File: src/rtl/safe_lock_pkg.sv
package safe_lock_pkg;

  localparam int DIGIT_W = 4;
  localparam logic [DIGIT_W-1:0] DIGIT_MAX = 4'd9;

  typedef enum logic [1:0] {
    ST_LOCKED  = 2'd0,
    ST_NEW     = 2'd1,
    ST_CONFIRM = 2'd2
  } lock_state_e;

  // A strobed nibble counts as a digit only in the decimal range.
  function automatic logic digit_is_decimal(input logic [DIGIT_W-1:0] d);
    return d <= DIGIT_MAX;
  endfunction

endpackage

File: src/rtl/safe_digit_collect.sv
module safe_digit_collect
  import safe_lock_pkg::*;
#(
  parameter int NUM_DIGITS = 4
) (
  input  logic                             clk,
  input  logic                             rst,
  input  logic [DIGIT_W-1:0]               dig_i,
  input  logic                             dig_vld_i,
  output logic [NUM_DIGITS*DIGIT_W-1:0]    entry_o,
  output logic                             done_o
);

  localparam int CODE_W = NUM_DIGITS * DIGIT_W;
  localparam int CNT_W  = $clog2(NUM_DIGITS + 1);
  localparam logic [CNT_W-1:0] LAST_POS = CNT_W'(NUM_DIGITS - 1);

  logic [CODE_W-1:0] shreg_q;
  logic [CNT_W-1:0]  cnt_q;
  logic              done_q;
  logic              accept;
  logic              junk_digit;

  // Earliest digit drifts toward the top nibble as later ones enter.
  function automatic logic [CODE_W-1:0] push_digit(input logic [CODE_W-1:0] code,
                                                   input logic [DIGIT_W-1:0] d);
    return {code[CODE_W-DIGIT_W-1:0], d};
  endfunction

  assign accept     = dig_vld_i && digit_is_decimal(dig_i);
  assign junk_digit = dig_vld_i && !digit_is_decimal(dig_i);

  always_ff @(posedge clk) begin
    if (rst) begin
      shreg_q <= '0;
      cnt_q   <= '0;
      done_q  <= 1'b0;
    end else begin
      done_q <= 1'b0;
      if (accept) begin
        shreg_q <= push_digit(shreg_q, dig_i);
        if (cnt_q == LAST_POS) begin
          cnt_q  <= '0;
          done_q <= 1'b1;
        end else begin
          cnt_q <= cnt_q + 1'b1;
        end
      end
    end
  end

  assign entry_o = shreg_q;
  assign done_o  = done_q;


  junk_ignored_chk: assert property (@(posedge clk) disable iff (rst)
    junk_digit |=> ($stable(cnt_q) && $stable(shreg_q) && !done_o));


  done_single_chk: assert property (@(posedge clk) disable iff (rst)
    done_o |=> !done_o);

endmodule

File: src/rtl/safe_code_vault.sv
module safe_code_vault
  import safe_lock_pkg::*;
#(
  parameter int NUM_DIGITS = 4,
  parameter logic [NUM_DIGITS*DIGIT_W-1:0] RESET_CODE = '0
) (
  input  logic                           clk,
  input  logic                           rst,
  input  logic                           load_i,
  input  logic                           clear_i,
  input  logic [NUM_DIGITS*DIGIT_W-1:0]  load_code_i,
  input  logic [NUM_DIGITS*DIGIT_W-1:0]  probe_i,
  output logic                           valid_o,
  output logic                           match_o
);

  localparam int CODE_W = NUM_DIGITS * DIGIT_W;

  logic [CODE_W-1:0] code_q;
  logic              valid_q;

  always_ff @(posedge clk) begin
    if (rst) begin
      code_q  <= RESET_CODE;
      valid_q <= 1'b1;
    end else if (load_i) begin
      code_q  <= load_code_i;
      valid_q <= 1'b1;
    end else if (clear_i) begin
      code_q  <= '0;
      valid_q <= 1'b0;
    end
  end

  assign valid_o = valid_q;
  assign match_o = valid_q && (probe_i == code_q);


  clear_invalidates_chk: assert property (@(posedge clk) disable iff (rst)
    (clear_i && !load_i) |=> (!valid_o && !match_o));


  load_validates_chk: assert property (@(posedge clk) disable iff (rst)
    load_i |=> valid_o);

endmodule

File: src/rtl/safe_lock.sv
module safe_lock
  import safe_lock_pkg::*;
#(
  parameter int NUM_DIGITS = 4,
  parameter logic [NUM_DIGITS*DIGIT_W-1:0] RESET_CODE = 16'h1234
) (
  input  logic               clk,
  input  logic               rst,
  input  logic [DIGIT_W-1:0] dig_i,
  input  logic               dig_vld_i,
  output logic               is_locked_o,
  output logic               err_o,
  output logic               armed_o
);

  localparam int CODE_W = NUM_DIGITS * DIGIT_W;

  lock_state_e       state_q;
  logic [CODE_W-1:0] first_q;
  logic              err_q;
  logic              armed_q;

  logic [CODE_W-1:0] entry_code;
  logic              entry_done;
  logic              vault_valid;
  logic              vault_match;

  // Named events for the FSM and the checks.
  logic unlock_ok;
  logic unlock_bad;
  logic first_take;
  logic confirm_ok;
  logic confirm_bad;

  function automatic logic same_code(input logic [CODE_W-1:0] a,
                                     input logic [CODE_W-1:0] b);
    return a == b;
  endfunction

  safe_digit_collect #(
    .NUM_DIGITS (NUM_DIGITS)
  ) u_collect (
    .clk       (clk),
    .rst       (rst),
    .dig_i     (dig_i),
    .dig_vld_i (dig_vld_i),
    .entry_o   (entry_code),
    .done_o    (entry_done)
  );

  safe_code_vault #(
    .NUM_DIGITS (NUM_DIGITS),
    .RESET_CODE (RESET_CODE)
  ) u_vault (
    .clk         (clk),
    .rst         (rst),
    .load_i      (confirm_ok),
    .clear_i     (unlock_ok),
    .load_code_i (entry_code),
    .probe_i     (entry_code),
    .valid_o     (vault_valid),
    .match_o     (vault_match)
  );

  assign unlock_ok   = entry_done && (state_q == ST_LOCKED) && vault_match;
  assign unlock_bad  = entry_done && (state_q == ST_LOCKED) && !vault_match;
  assign first_take  = entry_done && (state_q == ST_NEW);
  assign confirm_ok  = entry_done && (state_q == ST_CONFIRM) && same_code(entry_code, first_q);
  assign confirm_bad = entry_done && (state_q == ST_CONFIRM) && !same_code(entry_code, first_q);

  always_ff @(posedge clk) begin
    if (rst) begin
      state_q <= ST_LOCKED;
      first_q <= '0;
      err_q   <= 1'b0;
      armed_q <= 1'b0;
    end else begin
      err_q   <= unlock_bad || confirm_bad;
      armed_q <= confirm_ok;
      if (unlock_ok)   state_q <= ST_NEW;
      if (first_take) begin
        first_q <= entry_code;
        state_q <= ST_CONFIRM;
      end
      if (confirm_ok)  state_q <= ST_LOCKED;
      if (confirm_bad) state_q <= ST_NEW;
    end
  end

  assign is_locked_o = (state_q == ST_LOCKED);
  assign err_o       = err_q;
  assign armed_o     = armed_q;


  armed_locks_chk: assert property (@(posedge clk) disable iff (rst)
    armed_o |-> is_locked_o);


  err_armed_excl_chk: assert property (@(posedge clk) disable iff (rst)
    !(err_o && armed_o));


  open_needs_match_chk: assert property (@(posedge clk) disable iff (rst)
    $fell(is_locked_o) |-> ($past(entry_done) && !err_o));


  open_has_no_code_chk: assert property (@(posedge clk) disable iff (rst)
    !is_locked_o |-> !vault_valid);


  lock_needs_confirm_chk: assert property (@(posedge clk) disable iff (rst)
    $rose(is_locked_o) |-> armed_o);


  confirm_miss_open_chk: assert property (@(posedge clk) disable iff (rst)
    confirm_bad |=> (err_o && !is_locked_o && !armed_o));


  unlock_miss_locked_chk: assert property (@(posedge clk) disable iff (rst)
    unlock_bad |=> (err_o && is_locked_o));

endmodule

File: config.mk
export PLATFORM = sky130hd
export DESIGN_NAME = safe_lock
export DESIGN_NICKNAME = d
export VERILOG_FILES = /design/src/rtl/safe_lock_pkg.sv /design/src/rtl/safe_digit_collect.sv /design/src/rtl/safe_code_vault.sv /design/src/rtl/safe_lock.sv
export SDC_FILE = /design/constraint.sdc
export NUM_CORES = 1
export LEC_CHECK = 0
export ABC_AREA = 1
export CAP_MARGIN = 20
export CORE_ASPECT_RATIO = 1.5
export CORE_MARGIN = 4
export CORE_UTILIZATION = 55
export CTS_CLUSTER_DIAMETER = 150
export DETAILED_ROUTE_END_ITERATION = 8
export PLACE_DENSITY_LB_ADDON = 0.12
export SYNTH_ARGS = -nofsm -noshare
export SYNTH_HDL_FRONTEND = slang
export SYNTH_SLANG_ARGS = --single-unit
File: constraint.sdc
create_clock -name clk -period 1.6 [get_ports clk]
set_input_delay 0.48 -clock clk [delete_from_list [all_inputs] [get_ports clk]]
set_output_delay 0.48 -clock clk [all_outputs]
set_load 0.02 [all_outputs]
* Yosys cells after proc, flatten, opt, wreduce, memory -nomap -nowiden *
Index checks and enable logic that the tools add are counted.

storage, ports and cells
  flip-flop bits (word level) = 57
  bits of input ports = 7
  output and inout port bits = 3
  word-level logic and storage cells = 45

cells by class
  $add $sub $neg = 1
  magnitude comparators = 1
  equality and inequality tests = 5
  muxes and demuxes = 8
  bitwise operators = 1
  reductions and logical operators = 19

operator list
  kind                 count
  $eq 16x16->1         2
  $mux 16              2
  $logic_and 1x1->1    9
  $le 4x4->1 const B   1
  $mux 2               2
  $reduce_bool 2->1    2
  $reduce_bool 4->1    1
  $reduce_or 2->1      2
  $add 3x1->3 const B  1
  $eq 3x2->1 const B   1
  $mux 1               3
  $mux 3               1
  $reduce_or 3->1      1
  $eq 2x1->1 const B   1
  $eq 2x2->1 const B   1
  $logic_not 1->1      2
  $logic_not 2->1      1
  $logic_or 1x1->1     1
  $not 1->1            1

* Logic depth before layout (Yosys ltp) *
Gate-level depths: netlist (run 1).

  word-level depth = 7
  mapped depth = 11
  depth with buffers taken out = 11

* Hierarchy *
A second synthesis (run 1) with hierarchy kept.

second synthesis, totals
  cell total of the unflattened synthesis = 438
  area, all modules = 2930.3 um2

modules (own cells, without submodules)
  module              instances  cells an instance  area each (um2)  seq. area each (um2)
  safe_lock           1          172                1113.6           400.4
  safe_code_vault     1          143                978.4            340.3
  safe_digit_collect  1          123                838.3            400.4

* Least setup slack after synthesis (run 1) *
No wires, ideal clock.

  kind = input -> register
  start = input dig_i[1]
  end = register u_collect.shreg_q[10] (netlist: u_collect.entry_o[10])
  library setup time = 134 ps
  arrival = 1350 ps
  data required time = 1466 ps
  slack = 116 ps
  stages = 5
  path buffers = 1
  cell sequence = nor3_1 > inv_1 > nand2_1 > clkbuf_1 > o22ai_1

on the way
  longest elaborated chain between the ends = 2

RTL lines
  element                 line                      RTL
  start: declaration      safe_lock.sv:9            input logic [DIGIT_W-1:0] dig_i,
  $le 4x4->1              -
  $logic_and 1x1->1       safe_digit_collect.sv:30  assign accept = dig_vld_i && digit_is_decimal(dig_i);
  end signal: assignment  safe_digit_collect.sv:41  shreg_q <= push_digit(shreg_q, dig_i);
  end: declaration        safe_digit_collect.sv:18  logic [CODE_W-1:0] shreg_q;

Every way passes these cells.
A chain may end at the register's enable or synchronous reset.

* Final worst setup path (run 1) *
  start = register u_collect.shreg_q[5] (netlist: u_collect.entry_o[5])
  end = register u_vault.code_q[14]

on the way
  longest elaborated chain between the ends = 4
  elaborated cells on any way between the ends = 7
  those cells by class = 2 x eq/ne; 1 x mux; 4 x reduce/logical

RTL lines
  element                      line                   RTL
  $eq 16x16->1                 safe_code_vault.sv:36  assign match_o = valid_q && (probe_i == code_q);
  $logic_and 1x1->1            safe_code_vault.sv:36
  $logic_and 1x1->1            safe_lock.sv:65        assign unlock_ok = entry_done && (state_q == ST_LOCKED) && vault_match;
  $reduce_bool 2->1 (no line)  -
  end signal: assignment       safe_code_vault.sv:27  code_q <= load_code_i;
  end: declaration             safe_code_vault.sv:19  logic [CODE_W-1:0] code_q;

Several ways; a longest one is shown, not always the timed one.

==> results of run 1 <==
-- stage by stage --
step | total power [mW] | setup TNS, ns
final | 2.906 | 0
after global routing | 3.021 | -0.4135
after CTS | 2.929 | 0
after detailed placement | 1.675 | -4.200
after global placement | 1.670 | -3.342
after floorplan | 1.581 | 0
-- worst paths after layout --
path	from	endpoint	slack (ns)
worst max-delay path	u_collect.entry_o[5]$_SDFFE_PP0P_	u_vault.code_q[14]$_SDFFE_PP0P_	0.07
worst max register to register	u_collect.entry_o[5]$_SDFFE_PP0P_	u_vault.code_q[14]$_SDFFE_PP0P_	0.07
worst min-delay path	first_q[11]$_SDFFE_PP0P_	first_q[11]$_SDFFE_PP0P_	0.46
worst min register to register	first_q[11]$_SDFFE_PP0P_	first_q[11]$_SDFFE_PP0P_	0.46
-- repair_timing --
item / CTS / global route
setup endpoints to repair: 17 / 18
pin swaps: 0 / 3
buffers inserted: 0 / 1
resized for setup: 7 / 25
cloned: 0 / 1
-- sequential cells by signal (all words and copies together), names as in the netlist --
register and cells:
u_collect.done_o 1, u_vault.code_q 16, u_collect.entry_o 16, u_vault.valid_o 1
first_q 16, state_q 2, u_collect.cnt_q 3, err_o 1
armed_o 1
-- cells in the mapped netlist (all sizes together) --
library cell,number,share of area
o22ai,13,0.030
o21a,1,0.0028
nand3b,1,0.0028
ha,1,0.0047
nand4,14,0.035
inv,55,0.077
or2,1,0.0023
a211oi,2,0.0056
and3,1,0.0023
xor2,1,0.0033
nand3,15,0.033
xnor2,2,0.0065
buf,5,0.014
nand2,139,0.20
nor3,1,0.0019
clkbuf,8,0.011
o21ai,21,0.039
nor2,48,0.075
dfxtp,57,0.43
a21oi,17,0.032
-- critical path, delay by kind of cell (launching register included) --
family / cells / cell delay, ns
simple gates: 8 / 0.69
buf+inv: 3 / 0.39
flops: 1 / 0.36
-- power by group through the flow --
stage	Sequential, mW	Combinational, mW	Clock [mW]
floorplan	1.47	0.107	0
global placement	1.48	0.194	0
detailed placement	1.48	0.198	0
CTS	1.45	0.200	1.28
global route	1.44	0.220	1.36
finish	1.44	0.201	1.26
-- metal layers --
| metal | wire [microns] | share of wire | vias up | global-route usage |
|---|---|---|---|---|
| li1 | - | - | 1351 | - |
| met4 | 215 | 0.033 | 0 | 0.1446 |
| met2 | 3484 | 0.53 | 56 | 0.4082 |
| met1 | 2553 | 0.39 | 1169 | 0.2489 |
| met5 | 0 | 0 | - | 0 |
| met3 | 295 | 0.045 | 16 | 0.05889 |
-- cells by family (layout without fill, tap and decap cells) --
kind of cell	after synthesis	after routing	share of synthesized area
AND/OR/NAND/NOR	220	220	0.3471
buffers and inverters	68	113	0.1020
flip-flops	57	57	0.4266
AO/OA/AOI/OAI	54	54	0.1099
XOR/XNOR	3	3	0.009824
adder cells (fa/ha/maj)	1	1	0.004677
-- layout make-up --
class | instances | area [sq um] | share of cell area
multi-input combinational | 278 | 1297 | 0.3922
clock buffer | 14 | 182.7 | 0.05522
clock inverter | 2 | 10.01 | 0.003026
sequential | 57 | 1161 | 0.3510
tap | 64 | 80.08 | 0.02421
timing repair buffer | 42 | 370.4 | 0.1120
inverter | 55 | 206.4 | 0.06241
==> results.sh, run 1 <==
export IMPL_status="completed"
export IMPL_critPathLaunchType="flip-flop"
export IMPL_track_usage=0.2348
export IMPL_wirelength_microns=6548
export IMPL_min_path_type="reg -> reg"
export IMPL_holdBufCountCts=0
export IMPL_switchingPower_uw=660.9
export IMPL_power_share_switching=0.2274
export IMPL_dp_slack_ns=-0.2453
export IMPL_diodes=0
export IMPL_worst_pin_slew_ns=0.3179
export IMPL_cts_tree="done"
export IMPL_antenna_found_initial=0
export IMPL_routedWlPerCell_microns=12.79
export IMPL_fin_area_sq_um=3308
export IMPL_final_min_clock_period_ns=1.531
export IMPL_dp_cells=494
export IMPL_leakagePower_nw=1.558
export IMPL_layout_drive_gt1_share=0.1853
export IMPL_final_cells=512
export IMPL_avgSynthCellArea_sq_um=6.638
export IMPL_dieHeight_microns=93.42
export IMPL_core_area_sq_um=4617
export IMPL_cp_required_ns=1.82
export IMPL_grt_setup_unrepaired="yes"
export IMPL_maxCapViolations=0
export IMPL_period_share=0.9569
export IMPL_start_util=0.5794
export IMPL_ios=10
export IMPL_worstPathMaxFanout=5
export IMPL_setup_slack_ns=0.06903
export IMPL_grt_pass1_vias=2515
export IMPL_end_kind="flip-flop"
export IMPL_place_congestion=0.8454
export IMPL_synthCells=403
export IMPL_critical_path_class="reg -> reg"
export IMPL_fmax_mhz=653.2
export IMPL_place_area_sq_um=3037
export IMPL_dr_total_vias=2592
export IMPL_port_buffers=9
export IMPL_maxSlewHeadroom=0.7880
export IMPL_yosys_cell_types_count=27
export IMPL_timing_hold_ws_ns=0.4588
export IMPL_drtAntennaViolNets=0
export IMPL_nets=451
export IMPL_reg2reg_depth=11
export IMPL_slew_violations=0
export IMPL_yosys_warnings=0
export IMPL_crit_path_frequent_cell="nand2_1"
export IMPL_grt_ovfl_total=0
export IMPL_hold_path_depth=2
export IMPL_viasPerCell=5.063
export IMPL_path_cells="inv_2 > buf_4 > nand2_2 > nand2_1 > nor2_1 > nand2_1 > nor2_2 > nand4_2 > buf_4 > nand4_1 > nand2_1"
export IMPL_grt_first_pass_wirelength_microns=10880
export IMPL_cp_slowest_stage_delay_ns=0.36
export IMPL_finalHoldViolCount=0
export IMPL_numCtsBuffers=9
export IMPL_rows=30
export IMPL_area_growth_pct=23.67
export IMPL_pwr_share_clk=0.435
export IMPL_cts_max_path_buffers=2
export IMPL_clkSlewWorstSetupHoldPaths_ns=0.06
export IMPL_critical_path_arrival_ns=1.76
export IMPL_final_common_cell="nand2_1"
export IMPL_p_int_mw=2.245
export IMPL_p_per_area_nw_per_um2=878.4
export IMPL_drc_errors=0
export IMPL_postLayoutCoreUtil=0.7165
export IMPL_finalSetupViolCount=0
export IMPL_fillCellCount=404
export IMPL_irDropWorstVdd_mv=0.7486
export IMPL_cts_root_buf="clkbuf_8"
export IMPL_grt_max_degree=34
export IMPL_die_area_sq_um=6066
export IMPL_crit_slowest_cell="dfxtp_4"
export IMPL_dp_hpwl_microns=4777
export IMPL_syn_num_nets=411
export IMPL_seq_area_frac_synth=0.4266
export IMPL_syn_cell_area_sq_um=2675
export IMPL_first_pass_iters=4
export IMPL_skew_ns=0.006222
export IMPL_seq_power_share=0.496
export IMPL_clkSinkCount=57
export IMPL_die_w_microns=64.94
export IMPL_drt_initial_drc_count=141
export IMPL_pwr_share_comb=0.069
export IMPL_layout_common_cells="137 x nand2_1, 47 x dfxtp_1, 44 x inv_1"
export IMPL_cts_max_level=3
export IMPL_ys_seq_elements=57
export IMPL_clkLatencyLatePin_ns=0.33
No activity file was read; power rests on OpenSTA's default activity.
==> run 2: changes to the inputs <==
ABC_AREA = unset   (was 1)
==> run 2 against run 1 <==
  * The run now ends with setup timing left
  * Total power up 4.6%
  * Global-route usage fell by 1.9 points
  * Core utilization rose by 2.1 points
  * Hold slack better by 0.00059 ns
  * Non-clock buffer count is 15 higher
  * Fmax fell by 15%
  * Critical path type unchanged
  * Largest cell class unchanged
  * Largest power group unchanged
==> results.sh, run 2 <==
export IMPL_status="complete, but fails checks"
export IMPL_violations="setup timing"
export IMPL_cts_root_buf="clkbuf_8"
export IMPL_finalSetupViolCount=19
export IMPL_routedWlPerCell_microns=13.94
export IMPL_diodes=0
export IMPL_finalHoldViolCount=0
export IMPL_synthCells=318
export IMPL_dp_cells=406
export IMPL_cts_max_level=3
export IMPL_leakagePower_nw=1.404
export IMPL_ios=10
export IMPL_clkLatencyLatePin_ns=0.33
export IMPL_dp_slack_ns=-0.2127
export IMPL_yosys_warnings=0
export IMPL_seq_area_frac_synth=0.4248
export IMPL_critical_path_class="reg -> reg"
export IMPL_ys_async_sr_fraction=0
export IMPL_critical_path_arrival_ns=2.04
export IMPL_syn_num_nets=326
export IMPL_avgSynthCellArea_sq_um=8.448
export IMPL_antenna_found_initial=0
export IMPL_p_per_area_nw_per_um2=892.4
export IMPL_area_growth_pct=26.83
export IMPL_dr_total_vias=2195
export IMPL_core_area_sq_um=4617
export IMPL_numCtsBuffers=9
export IMPL_die_w_microns=65.06
export IMPL_syn_cell_area_sq_um=2686
export IMPL_drt_initial_drc_count=110
export IMPL_skew_ns=0.008103
export IMPL_synth_most_common_cell="nand2_1"
export IMPL_final_cells=426
export IMPL_hold_path_depth=2
export IMPL_period_share=1.119
export IMPL_place_area_sq_um=3044
export IMPL_grt_pass1_vias=2159
export IMPL_nets=365
export IMPL_cts_tree="done"
export IMPL_synth_common_cells="81 x nand2_1, 57 x dfxtp_1, 34 x a21oi_1"
export IMPL_finalPower_mw=3.040
export IMPL_cts_max_path_buffers=2
export IMPL_place_congestion=0.7486
export IMPL_r2r_setup_slack_ns=-0.19
export IMPL_postLayoutCoreUtil=0.7379
export IMPL_final_common_cell="nand2_1"
export IMPL_drc_errors=0
export IMPL_timing_hold_ws_ns=0.4594
export IMPL_grt_setup_unrepaired="yes"
export IMPL_worst_pin_slew_ns=0.3252
export IMPL_rr_endpoint="state_q[0]$_SDFFE_PP0P_"
export IMPL_drtAntennaViolNets=0
export IMPL_critPathLaunchType="flip-flop"
export IMPL_cp_required_ns=1.85
export IMPL_timing_rr_start="u_collect.entry_o[0]$_SDFFE_PP0P_"
export IMPL_clkSlewWorstSetupHoldPaths_ns=0.06
export IMPL_ys_seq_elements=57
export IMPL_viasPerCell=5.153
export IMPL_regArea_sq_um=1147
export IMPL_min_path_type="reg -> reg"
export IMPL_rows=30
export IMPL_port_buffers=9
export IMPL_final_min_clock_period_ns=1.791
export IMPL_wirelength_microns=5939
export IMPL_slew_violations=0
export IMPL_grt_first_pass_wirelength_microns=9936
export IMPL_worstPathMaxFanout=3
export IMPL_netlist_area_leader_share=0.4248
export IMPL_crit_start="u_collect.entry_o[0]$_SDFFE_PP0P_"
export IMPL_track_usage=0.2162
export IMPL_multiInputGateArea_sq_um=1375
export IMPL_cp_endpoint="state_q[0]$_SDFFE_PP0P_"
export IMPL_yosys_cell_types_count=37
export IMPL_setup_slack_ns=-0.1908
export IMPL_dieHeight_microns=93.60
export IMPL_fin_area_sq_um=3407
export IMPL_first_pass_iters=4
export IMPL_die_area_sq_um=6089
export IMPL_clkSinkCount=57
export IMPL_yosysTopAreaCell="dfxtp_1"
export IMPL_synth_flop_cell="dfxtp_1"
export IMPL_irDropWorstVdd_mv=0.6770
export IMPL_dp_hpwl_microns=3930
export IMPL_grt_max_degree=20
export IMPL_layout_drive_gt1_share=0.2680
export IMPL_fmax_mhz=558.4
export IMPL_synthTopCellsByArea="dfxtp_1 42%, nand2_1 11%, xor2_1 10%"
export IMPL_grt_ovfl_total=0
export IMPL_holdBufCountCts=0
export IMPL_maxSlewHeadroom=0.7812
export IMPL_synth_edff_count=0
export IMPL_start_util=0.5818
export IMPL_fin_tns_setup_ns=-2.811
export IMPL_reg2reg_depth=6
export IMPL_maxCapViolations=0
export IMPL_end_kind="flip-flop"
export IMPL_fillCellCount=366
export IMPL_layout_common_cells="81 x nand2_1, 52 x dfxtp_1, 38 x buf_4"
run 2: cell types whose count changed after synthesis, sizes merged, moves of 11 or more:
cell and delta:
a21oi +17, nand4 -12, o22ai -11, nor2 -40, inv -32, xor2 +30
nand2 -58, o21ai -17, o32ai +11
run 2: power by group:
part / internal, mW / switching, mW
Combinational: 0.102 / 0.120
Sequential: 1.43 / 0.00948
Clock: 0.845 / 0.532
Total: 2.38 / 0.662
run 2: cell type report:
class	count	area share
Multi-Input combinational cell	208	0.4036
Tap cell	64	0.02350
Clock buffer	14	0.05068
Timing Repair Buffer	57	0.1487
Clock inverter	2	0.01028
Sequential cell	57	0.3368
Inverter	24	0.02644
run 2: worst min-delay path by stage:
stage	from	endpoint	slack, ns
4_1_cts	rst	u_collect.entry_o[0]$_SDFFE_PP0P_	0.44
3_3_place_gp	u_collect.cnt_q[1]$_SDFFE_PP0P_	u_collect.cnt_q[1]$_SDFFE_PP0P_	0.44
6_report	first_q[4]$_SDFFE_PP0P_	first_q[4]$_SDFFE_PP0P_	0.46
5_1_grt	rst	first_q[1]$_SDFFE_PP0P_	0.47
3_5_place_dp	u_collect.cnt_q[1]$_SDFFE_PP0P_	u_collect.cnt_q[1]$_SDFFE_PP0P_	0.45
2_1_floorplan	u_collect.cnt_q[1]$_SDFFE_PP0P_	u_collect.cnt_q[1]$_SDFFE_PP0P_	0.44
run 2: routing by layer:
| layer | up-vias | GRT usage | part of all wire |
|---|---|---|---|
| li1 | 1117 | - | - |
| met1 | 1029 | 0.2476 | 0.42 |
| met2 | 36 | 0.3672 | 0.52 |
| met3 | 13 | 0.06010 | 0.026 |
| met4 | 0 | 0.1021 | 0.030 |
| met5 | - | 0 | 0 |
run 2: cells by family after synthesis:
logic type               after synthesis  synth area share
buffers and inverters                 53           0.09874
flip-flops                            57            0.4248
AO/OA/AOI/OAI                         58            0.1728
AND/OR/NAND/NOR                      116            0.1910
multiplexers                           1          0.003726
XOR/XNOR                              32            0.1043
adder cells (fa/ha/maj)                1          0.004657
run 2: worst max-delay path, stage by stage, from the launching register on:
cell	delay, ns
dfxtp_2	0.34
buf_6	0.13
xor2_4	0.18
nor4_2	0.29
nand3_2	0.18
or3_1	0.37
a311oi_2	0.23
run 2: repair_timing:
action                                  in CTS  in global routing
pin swaps                                    8                  7
endpoints found under the setup margin      23                 21
setup buffers                                4                  3
gates cloned                                 0                  0
gates resized for setup                     17                 13
